**src/rtl/cfp_pkg.sv**
```systemverilog
package cfp_pkg;
    localparam logic [7:0] OPC_START  = 8'h53;
    localparam logic [7:0] OPC_END    = 8'h50;
    localparam logic [7:0] OPC_RREAD  = 8'h52;
    localparam logic [7:0] OPC_RWRITE = 8'h57;
    localparam logic [7:0] OPC_PIN_RD = 8'h49;
    localparam logic [7:0] OPC_PIN_WR = 8'h4F;
    localparam logic [7:0] OPC_SLEEP  = 8'h5A;
    localparam logic [7:0] KEY_A      = 8'h5A;
    localparam logic [7:0] KEY_B      = 8'hA5;
    localparam logic [7:0] HELLO_0    = 8'h4F;
    localparam logic [7:0] HELLO_1    = 8'h4B;

    typedef enum logic [1:0] {
        BUS_START = 2'd0,
        BUS_WRITE = 2'd1,
        BUS_READ  = 2'd2,
        BUS_STOP  = 2'd3
    } bus_op_e;

    typedef struct packed {
        bus_op_e    op;
        logic [7:0] arg;
    } bus_req_t;

    typedef enum logic [3:0] {
        ST_HELLO0, ST_HELLO1, ST_OPC, ST_ADR, ST_CNT, ST_WDATA, ST_TAIL,
        ST_RREG, ST_WREG, ST_WVAL, ST_PVAL, ST_PEND, ST_IEND,
        ST_KEY1, ST_KEY2, ST_ZEND
    } pstate_e;

    function automatic logic in_command(input pstate_e s);
        return !(s == ST_HELLO0 || s == ST_HELLO1 || s == ST_OPC);
    endfunction
endpackage

```
**src/rtl/cfp_txq.sv**
```systemverilog
module cfp_txq #(
    parameter int DEPTH = 16,
    parameter int W     = 8
) (
    input  logic         clk,
    input  logic         rst,
    input  logic         push,
    input  logic [W-1:0] pdata,
    output logic         full,
    input  logic         pop,
    output logic [W-1:0] qdata,
    output logic         nonempty
);
    localparam int AW = $clog2(DEPTH);

    logic [W-1:0]  mem [DEPTH];
    logic [AW-1:0] wp, rp;
    logic [AW:0]   cnt;
    logic          do_push, do_pop;

    assign full     = (cnt == (AW+1)'(DEPTH));
    assign nonempty = (cnt != '0);
    assign qdata    = mem[rp];
    assign do_push  = push && !full;
    assign do_pop   = pop && nonempty;

    always_ff @(posedge clk) begin
        if (rst) begin
            wp  <= '0;
            rp  <= '0;
            cnt <= '0;
        end else begin
            if (do_push) wp <= wp + 1'b1;
            if (do_pop)  rp <= rp + 1'b1;
            cnt <= cnt + (AW+1)'(do_push) - (AW+1)'(do_pop);
        end
    end

    always_ff @(posedge clk) begin
        if (do_push) mem[wp] <= pdata;
    end
endmodule

```
**src/rtl/cfp_gap_timer.sv**
```systemverilog
module cfp_gap_timer #(
    parameter int LIMIT = 4829000
) (
    input  logic clk,
    input  logic rst,
    input  logic active,
    input  logic kick,
    output logic expire
);
    localparam int CW = $clog2(LIMIT + 1);

    logic [CW-1:0] cnt;

    assign expire = active && (cnt == CW'(LIMIT - 1));

    always_ff @(posedge clk) begin
        if (rst || kick || !active || expire) cnt <= '0;
        else                                  cnt <= cnt + 1'b1;
    end
endmodule

```
**src/rtl/cfp_decoder.sv**
```systemverilog
module cfp_decoder
    import cfp_pkg::*;
(
    input  logic       clk,
    input  logic       rst,
    input  logic       rx_valid,
    input  logic [7:0] rx_data,
    output logic       rx_ready,
    output logic       req_valid,
    output bus_req_t   req,
    input  logic       req_ready,
    output logic       reg_we,
    output logic       reg_re,
    output logic [7:0] reg_addr,
    input  logic [7:0] reg_rdata,
    output logic       pin_we,
    output logic [7:0] pin_wdata,
    input  logic [7:0] pin_in,
    output logic       sleep_req,
    output logic       push_valid,
    output logic [7:0] push_data,
    input  logic       push_ready,
    input  logic       expire,
    output logic       active,
    output logic       accept
);
    pstate_e    state, nxt;
    logic [7:0] hold, left;
    logic       is_end;

    assign is_end    = (rx_data == OPC_END);
    assign accept    = rx_valid && rx_ready;
    assign active    = in_command(state);
    assign reg_addr  = (state == ST_RREG) ? rx_data : hold;
    assign pin_wdata = hold;

    always_comb begin
        rx_ready   = 1'b0;
        req_valid  = 1'b0;
        req        = '{op: BUS_START, arg: rx_data};
        reg_we     = 1'b0;
        reg_re     = 1'b0;
        pin_we     = 1'b0;
        sleep_req  = 1'b0;
        push_valid = 1'b0;
        push_data  = HELLO_0;
        nxt        = state;
        case (state)
            ST_HELLO0: begin
                push_valid = 1'b1;
                if (push_ready) nxt = ST_HELLO1;
            end
            ST_HELLO1: begin
                push_valid = 1'b1;
                push_data  = HELLO_1;
                if (push_ready) nxt = ST_OPC;
            end
            ST_OPC: begin
                rx_ready = 1'b1;
                if (rx_valid) begin
                    case (rx_data)
                        OPC_START:  nxt = ST_ADR;
                        OPC_RREAD:  nxt = ST_RREG;
                        OPC_RWRITE: nxt = ST_WREG;
                        OPC_PIN_RD: nxt = ST_IEND;
                        OPC_PIN_WR: nxt = ST_PVAL;
                        OPC_SLEEP:  nxt = ST_KEY1;
                        default:    nxt = ST_OPC;
                    endcase
                end
            end
            ST_ADR: begin
                req_valid = rx_valid;
                rx_ready  = req_ready;
                if (accept) nxt = ST_CNT;
            end
            ST_CNT: begin
                if (hold[0]) begin
                    req_valid = rx_valid;
                    req.op    = BUS_READ;
                    rx_ready  = req_ready;
                    if (accept) nxt = ST_TAIL;
                end else begin
                    rx_ready = 1'b1;
                    if (accept) nxt = (rx_data == 8'd0) ? ST_TAIL : ST_WDATA;
                end
            end
            ST_WDATA: begin
                req_valid = rx_valid;
                req.op    = BUS_WRITE;
                rx_ready  = req_ready;
                if (accept && left == 8'd1) nxt = ST_TAIL;
            end
            ST_TAIL: begin
                if (is_end) begin
                    req_valid = rx_valid;
                    req.op    = BUS_STOP;
                    rx_ready  = req_ready;
                    if (accept) nxt = ST_OPC;
                end else begin
                    rx_ready = 1'b1;
                    if (accept && rx_data == OPC_START) nxt = ST_ADR;
                end
            end
            ST_RREG: begin
                if (is_end) begin
                    rx_ready = 1'b1;
                    if (accept) nxt = ST_OPC;
                end else begin
                    push_valid = rx_valid;
                    push_data  = reg_rdata;
                    rx_ready   = push_ready;
                    reg_re     = accept;
                end
            end
            ST_WREG: begin
                rx_ready = 1'b1;
                if (accept) nxt = is_end ? ST_OPC : ST_WVAL;
            end
            ST_WVAL: begin
                rx_ready = 1'b1;
                reg_we   = rx_valid;
                if (accept) nxt = ST_WREG;
            end
            ST_PVAL: begin
                rx_ready = 1'b1;
                if (accept) nxt = ST_PEND;
            end
            ST_PEND: begin
                rx_ready = 1'b1;
                pin_we   = rx_valid && is_end;
                if (accept) nxt = ST_OPC;
            end
            ST_IEND: begin
                if (is_end) begin
                    push_valid = rx_valid;
                    push_data  = pin_in;
                    rx_ready   = push_ready;
                end else begin
                    rx_ready = 1'b1;
                end
                if (accept) nxt = ST_OPC;
            end
            ST_KEY1: begin
                rx_ready = 1'b1;
                if (accept) nxt = (rx_data == KEY_A) ? ST_KEY2 : ST_OPC;
            end
            ST_KEY2: begin
                rx_ready = 1'b1;
                if (accept) nxt = (rx_data == KEY_B) ? ST_ZEND : ST_OPC;
            end
            ST_ZEND: begin
                rx_ready  = 1'b1;
                sleep_req = rx_valid && is_end;
                if (accept) nxt = ST_OPC;
            end
            default: nxt = ST_OPC;
        endcase
        if (expire && !accept) nxt = ST_OPC;
    end

    always_ff @(posedge clk) begin
        if (rst) begin
            state <= ST_HELLO0;
            hold  <= '0;
            left  <= '0;
        end else begin
            state <= nxt;
            if (accept) begin
                case (state)
                    ST_ADR, ST_WREG, ST_PVAL: hold <= rx_data;
                    ST_CNT:                   left <= rx_data;
                    ST_WDATA:                 left <= left - 8'd1;
                    default: ;
                endcase
            end
        end
    end
endmodule

```
**src/rtl/cmd_frame_parser.sv**
```systemverilog
module cmd_frame_parser
    import cfp_pkg::*;
#(
    parameter int TXQ_DEPTH = 16,
    parameter int GAP_LIMIT = 4829000
) (
    input  logic       clk,
    input  logic       rst,
    input  logic       rx_valid,
    input  logic [7:0] rx_data,
    output logic       rx_ready,
    output logic       tx_valid,
    output logic [7:0] tx_data,
    input  logic       tx_ready,
    output logic       bus_req_valid,
    input  logic       bus_req_ready,
    output logic [1:0] bus_req_op,
    output logic [7:0] bus_req_arg,
    input  logic       bus_rd_valid,
    input  logic [7:0] bus_rd_data,
    output logic       bus_rd_ready,
    output logic       reg_we,
    output logic       reg_re,
    output logic [7:0] reg_addr,
    output logic [7:0] reg_wdata,
    input  logic [7:0] reg_rdata,
    output logic       pin_we,
    output logic [7:0] pin_wdata,
    input  logic [7:0] pin_in,
    output logic       sleep_req
);
    bus_req_t   req;
    logic       q_full, q_push, dec_push, dec_push_ready;
    logic [7:0] dec_pdata, q_pdata;
    logic       expire, active, accept;

    assign bus_req_op     = req.op;
    assign bus_req_arg    = req.arg;
    assign reg_wdata      = rx_data;
    assign bus_rd_ready   = !q_full;
    assign dec_push_ready = !q_full && !bus_rd_valid;
    assign q_push         = (bus_rd_valid || dec_push) && !q_full;
    assign q_pdata        = bus_rd_valid ? bus_rd_data : dec_pdata;

    cfp_decoder u_dec (
        .clk, .rst, .rx_valid, .rx_data, .rx_ready,
        .req_valid(bus_req_valid), .req, .req_ready(bus_req_ready),
        .reg_we, .reg_re, .reg_addr, .reg_rdata,
        .pin_we, .pin_wdata, .pin_in, .sleep_req,
        .push_valid(dec_push), .push_data(dec_pdata), .push_ready(dec_push_ready),
        .expire, .active, .accept
    );

    cfp_gap_timer #(.LIMIT(GAP_LIMIT)) u_gap (
        .clk, .rst, .active, .kick(accept), .expire
    );

    cfp_txq #(.DEPTH(TXQ_DEPTH), .W(8)) u_txq (
        .clk, .rst, .push(q_push), .pdata(q_pdata), .full(q_full),
        .pop(tx_ready), .qdata(tx_data), .nonempty(tx_valid)
    );
endmodule

```
**config.mk**
```make
export PLATFORM = sky130hd
export DESIGN_NAME = cmd_frame_parser
export DESIGN_NICKNAME = d
export VERILOG_FILES = /design/src/rtl/cfp_pkg.sv /design/src/rtl/cfp_txq.sv /design/src/rtl/cfp_gap_timer.sv /design/src/rtl/cfp_decoder.sv /design/src/rtl/cmd_frame_parser.sv
export SDC_FILE = /design/constraint.sdc
export NUM_CORES = 1
export LEC_CHECK = 0
export BUFFER_PORTS_ARGS = -buffer_cell sky130_fd_sc_hd__buf_2
export CORE_UTILIZATION = 30
export CTS_BUF_LIST = sky130_fd_sc_hd__clkbuf_16
export CTS_CLUSTER_DIAMETER = 60
export DETAILED_ROUTE_END_ITERATION = 16
export PLACE_DENSITY_LB_ADDON = 0.1
export REMOVE_ABC_BUFFERS = 1
export SLEW_MARGIN = 20
export SYNTH_ARGS = -nofsm -noshare
export SYNTH_HDL_FRONTEND = slang
export SYNTH_SLANG_ARGS = --single-unit
```
**constraint.sdc**
```tcl
create_clock -name clk -period 8.6 [get_ports clk]
set_input_delay 2.15 -clock clk [delete_from_list [all_inputs] [get_ports clk]]
set_output_delay 2.15 -clock clk [all_outputs]
set_load 0.01 [all_outputs]
```
* Word-level counts from Yosys, hierarchy flattened
Memory sizes are Yosys's and may differ from the RTL's. A register that Yosys moved wholly into a read port is not among the register bits.
Index checks and enable logic that the tools add are counted.
** Word-level totals
- Register bits :: 56
- RAM bits :: 128
- Input bits :: 38
- Output and inout bits :: 50
- Word-level logic and storage cells :: 153
- Memories :: 1
** Cells by class
- Add/subtract/negate cells :: 6
- Equal/unequal tests :: 52
- Mux-type cells :: 52
- Reduce and logical (&&, ||, !) cells :: 34
** Memory list
- u_txq.mem :: depth 16, bits a word 8, read ports 1, clocked after Yosys merged registers in 1, write ports 1, RTL line cfp_txq.sv:16 : logic [W-1:0] mem [DEPTH];
** Operator list (number)
- $mux 4 :: 22
- $eq 8x7->1 const B :: 7
- $pmux 4 s14 :: 1
- $eq 4x4->1 const B :: 8
- $mux 8 :: 4
- $ne 3x1->1 const B :: 9
- $reduce_and 13->1 :: 2
- $pmux 4 s6 :: 1
- $pmux 8 s3 :: 1
- $add 23x1->23 const B :: 1
- $eq 23x23->1 const B :: 1
- $ne 2x1->1 const B :: 11
- $eq 4x3->1 const B :: 4
- $pmux 8 s2 :: 1
- $mux 1 :: 14
- $logic_and 1x1->1 :: 10
- $ne 3x2->1 const B :: 3
- $add 4x1->4 const B :: 2
- $eq 4x2->1 const B :: 2
- $eq 8x1->1 const B :: 1
- $eq 8x8->1 const B :: 1
- $logic_not 8->1 :: 1
- $mux 2 :: 4
- $reduce_or 8->1 :: 1
- other kinds (19) :: 32

* Logic depth before layout (Yosys ltp)
Gate-level depths: netlist (run 1).
- Word-level depth :: 11
- Gate-level depth with buffers :: 13
- Gate-level depth less buffers :: 12

* Hierarchy
From an unflattened synthesis (run 1), not the netlist that was laid out.
** Unflattened totals
- Cells, all modules :: 741
- Area total of the unflattened synthesis :: 9297.7 um^2
** By module, submodules not included
- cfp_txq :: times used 1, cells each 306, area an instance 5800.6 um^2
- cfp_decoder :: times used 1, cells each 288, area an instance 2138.3 um^2
- cfp_gap_timer :: times used 1, cells each 127, area an instance 1149.9 um^2
- cmd_frame_parser :: times used 1, cells each 20, area an instance 209.0 um^2

* Least setup slack after synthesis (run 1)
OpenSTA, ideal clock, no wires.
- Path kind :: input -> output
- From :: input rx_data[3]
- To :: output reg_re
- Arrival :: 3.744 ns
- Required time :: 6.450 ns
- Slack :: 2.706 ns
- Stages on the path :: 7
- Buffers on the path :: 2
- Cells stage by stage :: buf_2 nor4_4 and3_4 mux2i_2 a22oi_2 buf_2 nor2_1
** On the way
- Cells in the longest elaborated chain, start to end :: 6
- Elaborated cells between the ends (all ways) :: 8
** Ends and longest elaborated chain
- start: declaration :: RTL line cmd_frame_parser.sv:10 : input logic [7:0] rx_data,
- $eq 8x7->1 (*) :: RTL line cfp_decoder.sv:31 : assign is_end = (rx_data == OPC_END);
- $mux 1, on equally long branches :: RTL line cfp_decoder.sv:135, cfp_decoder.sv:95, cfp_decoder.sv:106
- $pmux 1 s6 :: RTL line cfp_decoder.sv:48 : case (state)
- $logic_and 1x1->1 :: RTL line cfp_decoder.sv:32 : assign accept = rx_valid && rx_ready;
- $mux 1 (*) :: RTL line cfp_decoder.sv:106 : if (is_end) begin
- $mux 1 (*) :: RTL line cfp_decoder.sv:48
- end: declaration :: RTL line cmd_frame_parser.sv:23 : output logic reg_re,
Every way passes the cells marked *; elsewhere a longest branch is shown, timed or not.

* Worst setup path in the final report (run 1)
- From :: input rx_data[0]
- To :: output reg_re
Same word-level chain as after synthesis.

==> results of run 1 <==
critical path, delay by kind of cell:
family	cells	cell delay (ps)
buffers and inverters	3	570
and+or+nand+nor	3	870
muxes	1	430
AOI/OAI and AO/OA	1	140
worst min-delay path by stage:
stage | from | end | slack (ps) | depth (start not counted)
after floorplan | u_gap.cnt[0]$_SDFF_PP0_ | u_gap.cnt[0]$_SDFF_PP0_ | 420 | 1
after global placement | u_gap.cnt[0]$_SDFF_PP0_ | u_gap.cnt[0]$_SDFF_PP0_ | 430 | 1
after detailed placement | u_gap.cnt[0]$_SDFF_PP0_ | u_gap.cnt[0]$_SDFF_PP0_ | 450 | 1
after CTS | u_gap.cnt[0]$_SDFF_PP0_ | u_gap.cnt[0]$_SDFF_PP0_ | 460 | 1
after global routing | u_gap.cnt[0]$_SDFF_PP0_ | u_gap.cnt[0]$_SDFF_PP0_ | 480 | 1
final | u_gap.cnt[0]$_SDFF_PP0_ | u_gap.cnt[0]$_SDFF_PP0_ | 450 | 1
cells in the mapped netlist, types with 5 or more instances:
cell type	n
nor3_1	15
a21oi_1	33
nand2b_1	10
a22o_1	9
nand4_1	7
mux4_2	40
and3_1	9
a31oi_1	8
xnor2_1	12
o22ai_1	7
buf_4	17
nand2_1	65
buf_2	7
and2_1	5
buf_1	6
ha_1	14
o21ai_0	30
nor2b_1	7
inv_1	16
nand3_1	27
buf_6	6
nor2_1	73
xor2_1	19
clkbuf_1	24
dfxtp_1	60
edfxtp_1	128
o31ai_1	11
cell families after synthesis:
group,count (synthesis),synth area share
adders and majority gates,15,0.0216
DFF,188,0.558
muxes,45,0.106
buffers and inverters,77,0.0450
AOI/OAI and AO/OA,131,0.0979
xor gates and xnor gates,31,0.0300
and+or+nand+nor,253,0.141
layout by cell type (no fill, tap or decap), drive strengths merged, types with 15 or more instances in the layout:
cell type and instances:
mux4 40, nand3 28, nand2 65, edfxtp 128
dfxtp 60, clkbuf 18, nor3 15, xor2 19
nor2 73, a21oi 34, buf 102, o21ai 30
inv 27
stage by stage:
step           setup slack, ps  instance area [um2]
2_1_floorplan             2790                 8690
3_3_place_gp              2350                 9740
3_5_place_dp              2300                 9740
4_1_cts                   2290                10300
5_1_grt                   2180                10300
6_report                  2270                10300
where the power goes:
| group | leakage (nW) | internal [mW] | switching, mW |
|---|---|---|---|
| clock | 0.285 | 0.389 | 0.347 |
| combinational | 1.60 | 0.314 | 0.414 |
| sequential | 1.65 | 1.06 | 0.0324 |
layer usage:
layer,up-vias,routed length (um)
met1,3056,10600
li1,2880,-
met5,-,13
met4,2,299
met3,21,897
met2,159,11500
sequential cells by signal, summed over array words and instances, names as in the netlist, named ones only:
register and count:
u_dec.state 4, u_gap.cnt 23, u_txq.mem 128, u_txq.rp 4
u_txq.wp 4, u_txq.cnt 5, u_dec.pin_wdata 8, u_dec.left 8
final cells by class:
type                    instances  area [um2]  area share
flip-flops and latches        188        5050       0.490
clock buffers                  18         450      0.0438
multi-input cells             475        3600       0.350
clock inverters                14        95.1     0.00924
inverters                      17        63.8     0.00620
well taps                     390         488      0.0474
repair buffers                102         548      0.0533
==> impl_results.md, run 1 <==
* Outcome: complete, no violations
* Busiest grt layer: met2
* Number of max-cap violations at 0
* RSZ-0062 raised after global routing: false
* Final Core Density at 0.347
* First-pass GRT wire length at around 36000 um
* CP required at 6450 ps
* CP Capture Type: primary output
* Antenna viol nets, final at 0
* Final Hold Fails at 0
* Data arrival, critical path at 4180 ps
* Syn avg cell area at between 10 and 15 um2
* Gr ovfl total at 0
* Pleak at roughly 3.5 nW
* H-tree Lvls at 4
* Wire per inst at ~19 um
* R2R depth at 6
* Relative slew slack at 0.283
* Gp weighted congestion at approximately 0.84
* Slew @ Worst Pin at roughly 1100 ps
* Post-synth EDFFs at 128
* Met3 global-route usage at 0.0290
* Synthesized area at about 9000 um2
* Drt first pass iters at 7
* Worst skew pair latency at 430 ps
* Vias in the first global route at around 6.2k
* # resized after CTS at 0
* Via count at 6118
* Fin nets at approximately 850
* DRT Wirelength at approximately 23000 um
* Post-route setup TNS at 0 ps
* Post-Synthesis Cells at 740
* Clk root buf: clkbuf_16
* Core Rows at 63
* GR Layer Usage met2 at 0.266
* Post-synth top area share at 0.425
* Crit path max-delay cell type: nor4_4
* Dpl cells at about 1.2k
* Most frequent CP cell: buf_2
* CTS buffer count at 17
* Final min period at about 6300 ps
* Max Fclk at approximately 0.16 GHz
* CP max FO at 21
* FF-to-FF setup slack at 4770 ps
* Ports at ~90
* Final hold slack at ~450 ps
* Core Area at 29600 um2
* VDD IR max at between 0.1 and 0.15 mV
* Largest net degree at the start of global routing at 34
* RR Endpoint: u_txq.mem[12][5]$_DFFE_PP_
* Critical Path Start: rx_data[0]
* Yosys reg bits at about 190
* Worst path max stage delay at 430 ps
* Clock transition at the registers of the reported paths at around 60 ps
* Area growth from synthesis to layout at 13.9%
* Initial antenna violation count at 1
* Ys Warns at 0
* # diodes at 0
* Number of port buffers at 87
* Crit-path cells: buf_2 > nor4_4 > and3_4 > mux2i_2 > a22oi_2 > buf_4 > nor2_1 > buf_2
* Startpoint types: input pin
* Layout Cells excl Fill at 1204
* Post-CTS setup buffer count at 0
* Chip Width at roughly 180 um
* Initial Utilization at 0.305
* Sequential area share after synthesis at 0.558
* Post-CTS Hold Buffers at 0
* Number of library cell types mapped by synthesis at 77
* Post-synth ARST share at 0
* Fraction of layout cells with a size suffix above 1 at 0.237
* Filler cells at about 3k
* Initial DRC Count at 427
* PD cells at 249 nW/um2
* Reg2reg start: u_dec.state[3]$_SDFFE_PP0P_
* CTS Sinks at 188
* Ranking of synthesized cells by area: edfxtp_1 43%, dfxtp_1 13%, mux4_2 10%, nor2_1 3.0%, nand2_1 2.7%
* DIE AREA at 30800 um2
* Die H at approximately 180 um
* Post-synth top area cell: edfxtp_1
* M1 GR Usage at 0.203
* Period utilization at 0.736
* Global Route Usage Sum at 0.157
* Dominant synthesized flop cell: edfxtp_1
* Remaining DRCs at 0
* Setup violators final at 0
* Detailed placer's ending HPWL at 15700 um
* Max Transition Viols Final at 0
* TritonCTS clock tree: done
* HP Class: register to register
* Vias per inst at approximately 5.1
* Worst Skew at 12.6 ps
* Worst setup path class: input pin to primary output
* Total power at approximately 2.6 mW
* Crit path to: reg_re
* CTS Buffer Depth at 2
No activity file was read; power rests on OpenSTA's default activity.
==> run 2, diff against run 1 <==
--- a/config.mk
+++ b/config.mk
@@ -5,6 +5,7 @@
 export SDC_FILE = /design/constraint.sdc
 export NUM_CORES = 1
 export LEC_CHECK = 0
+export ABC_AREA = 1
 export BUFFER_PORTS_ARGS = -buffer_cell sky130_fd_sc_hd__buf_2
 export CORE_UTILIZATION = 30
 export CTS_BUF_LIST = sky130_fd_sc_hd__clkbuf_16
==> constraint.sdc (replaced) <==
create_clock -name clk -period 5.5 [get_ports clk]
set_input_delay 1.375 -clock clk [delete_from_list [all_inputs] [get_ports clk]]
set_output_delay 1.375 -clock clk [all_outputs]
set_load 0.01 [all_outputs]
==> run 2 against run 1 <==
Die area grew 2.3%. Combinational power grew 50%. Final cell count increased by 21%. Sequential cell count unchanged. Non-clock buffer count down 4. Clock power rose by 68%. Critical path type unchanged. Critical endpoint unchanged.
==> impl_results.md, run 2 <==
* Outcome: complete, no violations
* Post-CTS setup buffer count at 0
* CTS buffer count at 17
* Ys Warns at 0
* Dpl cells at about 1.4k
* Post-synth top area share at 0.416
* Final Hold Fails at 0
* Clock transition at the registers of the reported paths at ~80 ps
* Wire per inst at 17.3 um
* Met2 WL at 12200 um
* CTS Buffer Depth at 2
* Worst Skew at about 22 ps
* CP max FO at 9
* Post-synth top area cell: edfxtp_1
* R2R depth at 12
* HP Class: register to register
* RSZ-0062 raised after global routing: false
* Die H at between 150 and 200 um
* Slew @ Worst Pin at 908 ps
* Final Core Density at 0.353
* FF-to-FF setup slack at about 2500 ps
* Top cells by count, synth: 128 x edfxtp_1, 126 x nand2_1, 122 x inv_1
* CTS Sinks at ~190
* Period utilization at 0.782
* Pleak at 3.99 nW
* Area growth from synthesis to layout at 14.3%
* Main combinational cell family by area after synthesis: simple AND/OR/NAND/NOR gates
* Fraction of layout cells with a size suffix above 1 at 0.164
* Startpoint types: input pin
* Layout Cells excl Fill at 1455
* Synth Area in Adders at 0.0211
* Total power at about 4.1 mW
* Fin nets at 1105
* Worst skew pair latency at 440 ps
* DIE AREA at about 32000 um2
* Core Rows at 63
* Post-Synthesis Cells at just under 1k
* XOR/XNOR share of the synthesized area at 0.0123
* P_sw at 1.43 mW
* Int Power at roughly 2.7 mW
* Commonest cells after routing, fill and taps aside: 128 x edfxtp_1, 126 x nand2_1, 122 x inv_1
* DRT Wirelength at 25200 um
* RR Endpoint: u_txq.mem[9][0]$_DFFE_PP_
* Drt first pass iters at 6
* Post-route setup TNS at 0 ps
* Antenna viol nets, final at 0
* Post-synth ARST share at 0
* Yosys reg bits at roughly 190
* Wl on met1 at roughly 12000 um
* Gr ovfl total at 0
* Detailed placer's ending HPWL at around 18000 um
* CP required at around 4100 ps
* Max Fclk at about 0.23 GHz
* Sequential area share after synthesis at 0.546
* Setup violators final at 0
* Synthesized area at 9240 um2
* Global Route Usage Sum at 0.166
* Part of the power in the clock network at 0.303
* Switching share of power at 0.350
* Hold depth at 2
* TritonCTS clock tree: done
* Remaining DRCs at 0
* Number of port buffers at just under 90
* Initial Utilization at 0.309
* # diodes at 0
* WL met3 at ~900 um
* Post-synthesis compound-gate area fraction at 0.134
* Largest net degree at the start of global routing at 78
* Core Area at 30000 um2
* Ports at 88
* Relative slew slack at 0.394
* Mux cell area share after synthesis at 0.0347
* Comb power frac at 0.266
* Largest register FFs at around 130
* Vias per inst at 4.80
* Sequential share of power at 0.431
* Ranking of synthesized cells by area: edfxtp_1 42%, dfxtp_1 13%, nand2_1 5.1%, inv_1 5.0%, o21ai_0 4.7%
* Post-CTS Hold Buffers at 0
* Gp weighted congestion at between 0.8 and 0.9
* Simple-gate share of the synthesized area at 0.170
* Dominant synthesized flop cell: edfxtp_1
* Via count at 6977
* Reg2reg start: u_dec.state[0]$_SDFFE_PP0P_
* Initial antenna violation count at 0
* Largest registers: u_txq.mem x128, u_gap.cnt x23
* # resized after CTS at 0
* Post-synth EDFFs at between 100 and 150
* Final hold slack at 477 ps
* VDD IR max at between 0.15 and 0.2 mV
* Number of max-cap violations at 0
* Top Layer Used: met4
* Chip Width at between 150 and 200 um
* Min-Delay Startpoint: u_dec.pin_wdata[4]$_SDFFE_PP0P_
* Most frequent cell after synthesis: edfxtp_1
* Initial DRC Count at between 400 and 500
* Number of library cell types mapped by synthesis at 45
* CP Capture Type: primary output
* Hold path endpoint: u_dec.pin_wdata[4]$_SDFFE_PP0P_
* Leading cell type in the layout, fill and taps excluded: edfxtp_1
* PD cells at 386 nW/um2
* Data arrival, critical path at roughly 2900 ps
* Clk root buf: clkbuf_16
* H-tree Lvls at 4
* Worst setup path class: input pin to primary output
* Final min period at roughly 4300 ps
* Vias in the first global route at 6826
* Largest Register: u_txq.mem
* First-pass GRT wire length at 39200 um
* Max Transition Viols Final at 0
* Syn avg cell area at about 9.4 um2
run 2: power by group through the flow:
stage	Clock (mW)	Combinational (mW)	Sequential (mW)
floorplan	0	0.697	1.79
global placement	0	1.11	1.80
detailed placement	0	1.11	1.79
CTS	1.27	1.12	1.76
global route	1.31	1.23	1.78
finish	1.24	1.09	1.76
run 2: how the worst max path moves through the flow:
stage                from          to  slack [ps]  cells after the start
3_3_place_gp   rx_data[5]      reg_re        1280                     11
5_1_grt        rx_data[5]      reg_re        1030                     11
6_report       rx_data[5]      reg_re        1200                     11
3_5_place_dp   rx_data[5]      reg_re        1220                     11
2_1_floorplan    register  tx_data[4]        1280                      5
4_1_cts        rx_data[5]      reg_re        1210                     11
run 2: logic make-up after synthesis:
logic type,Yosys count
AO/OA/AOI/OAI,219
buffers and inverters,179
AND/OR/NAND/NOR,338
flip-flops,188
multiplexers,32
XOR/XNOR,13
adder cells (fa/ha/maj),15
run 2: critical path, cell delays in order:
cell,delay (ps)
buf_2,130
nor2_1,180
nand2_1,140
nor2_2,350
nand2_1,90
o21ai_1,130
nor2_2,70
nand2_4,100
nand2_8,90
nor2_1,120
buf_2,150
run 2: layer usage:
layer | track usage | vias up
li1 | - | 3489
met1 | 0.215 | 3309
met2 | 0.283 | 159
met3 | 0.0259 | 20
met4 | 0.0474 | 0
met5 | 0 | -
run 2: per-stage QoR:
step           cell area (um2)  setup WS [ps]
3_5_place_dp              9980           1220
2_1_floorplan             8970           1280
3_3_place_gp              9980           1280
4_1_cts                  10600           1210
5_1_grt                  10600           1030
6_report                 10600           1200
run 2: area by class of cell:
class / count / area, um2
inverter: 130 / 488
fill: 3121 / 19400
tap: 390 / 488
clock inverter: 15 / 158
timing repair buffer: 98 / 518
multi-input combinational: 617 / 3440
sequential: 188 / 5050
clock buffer: 17 / 425
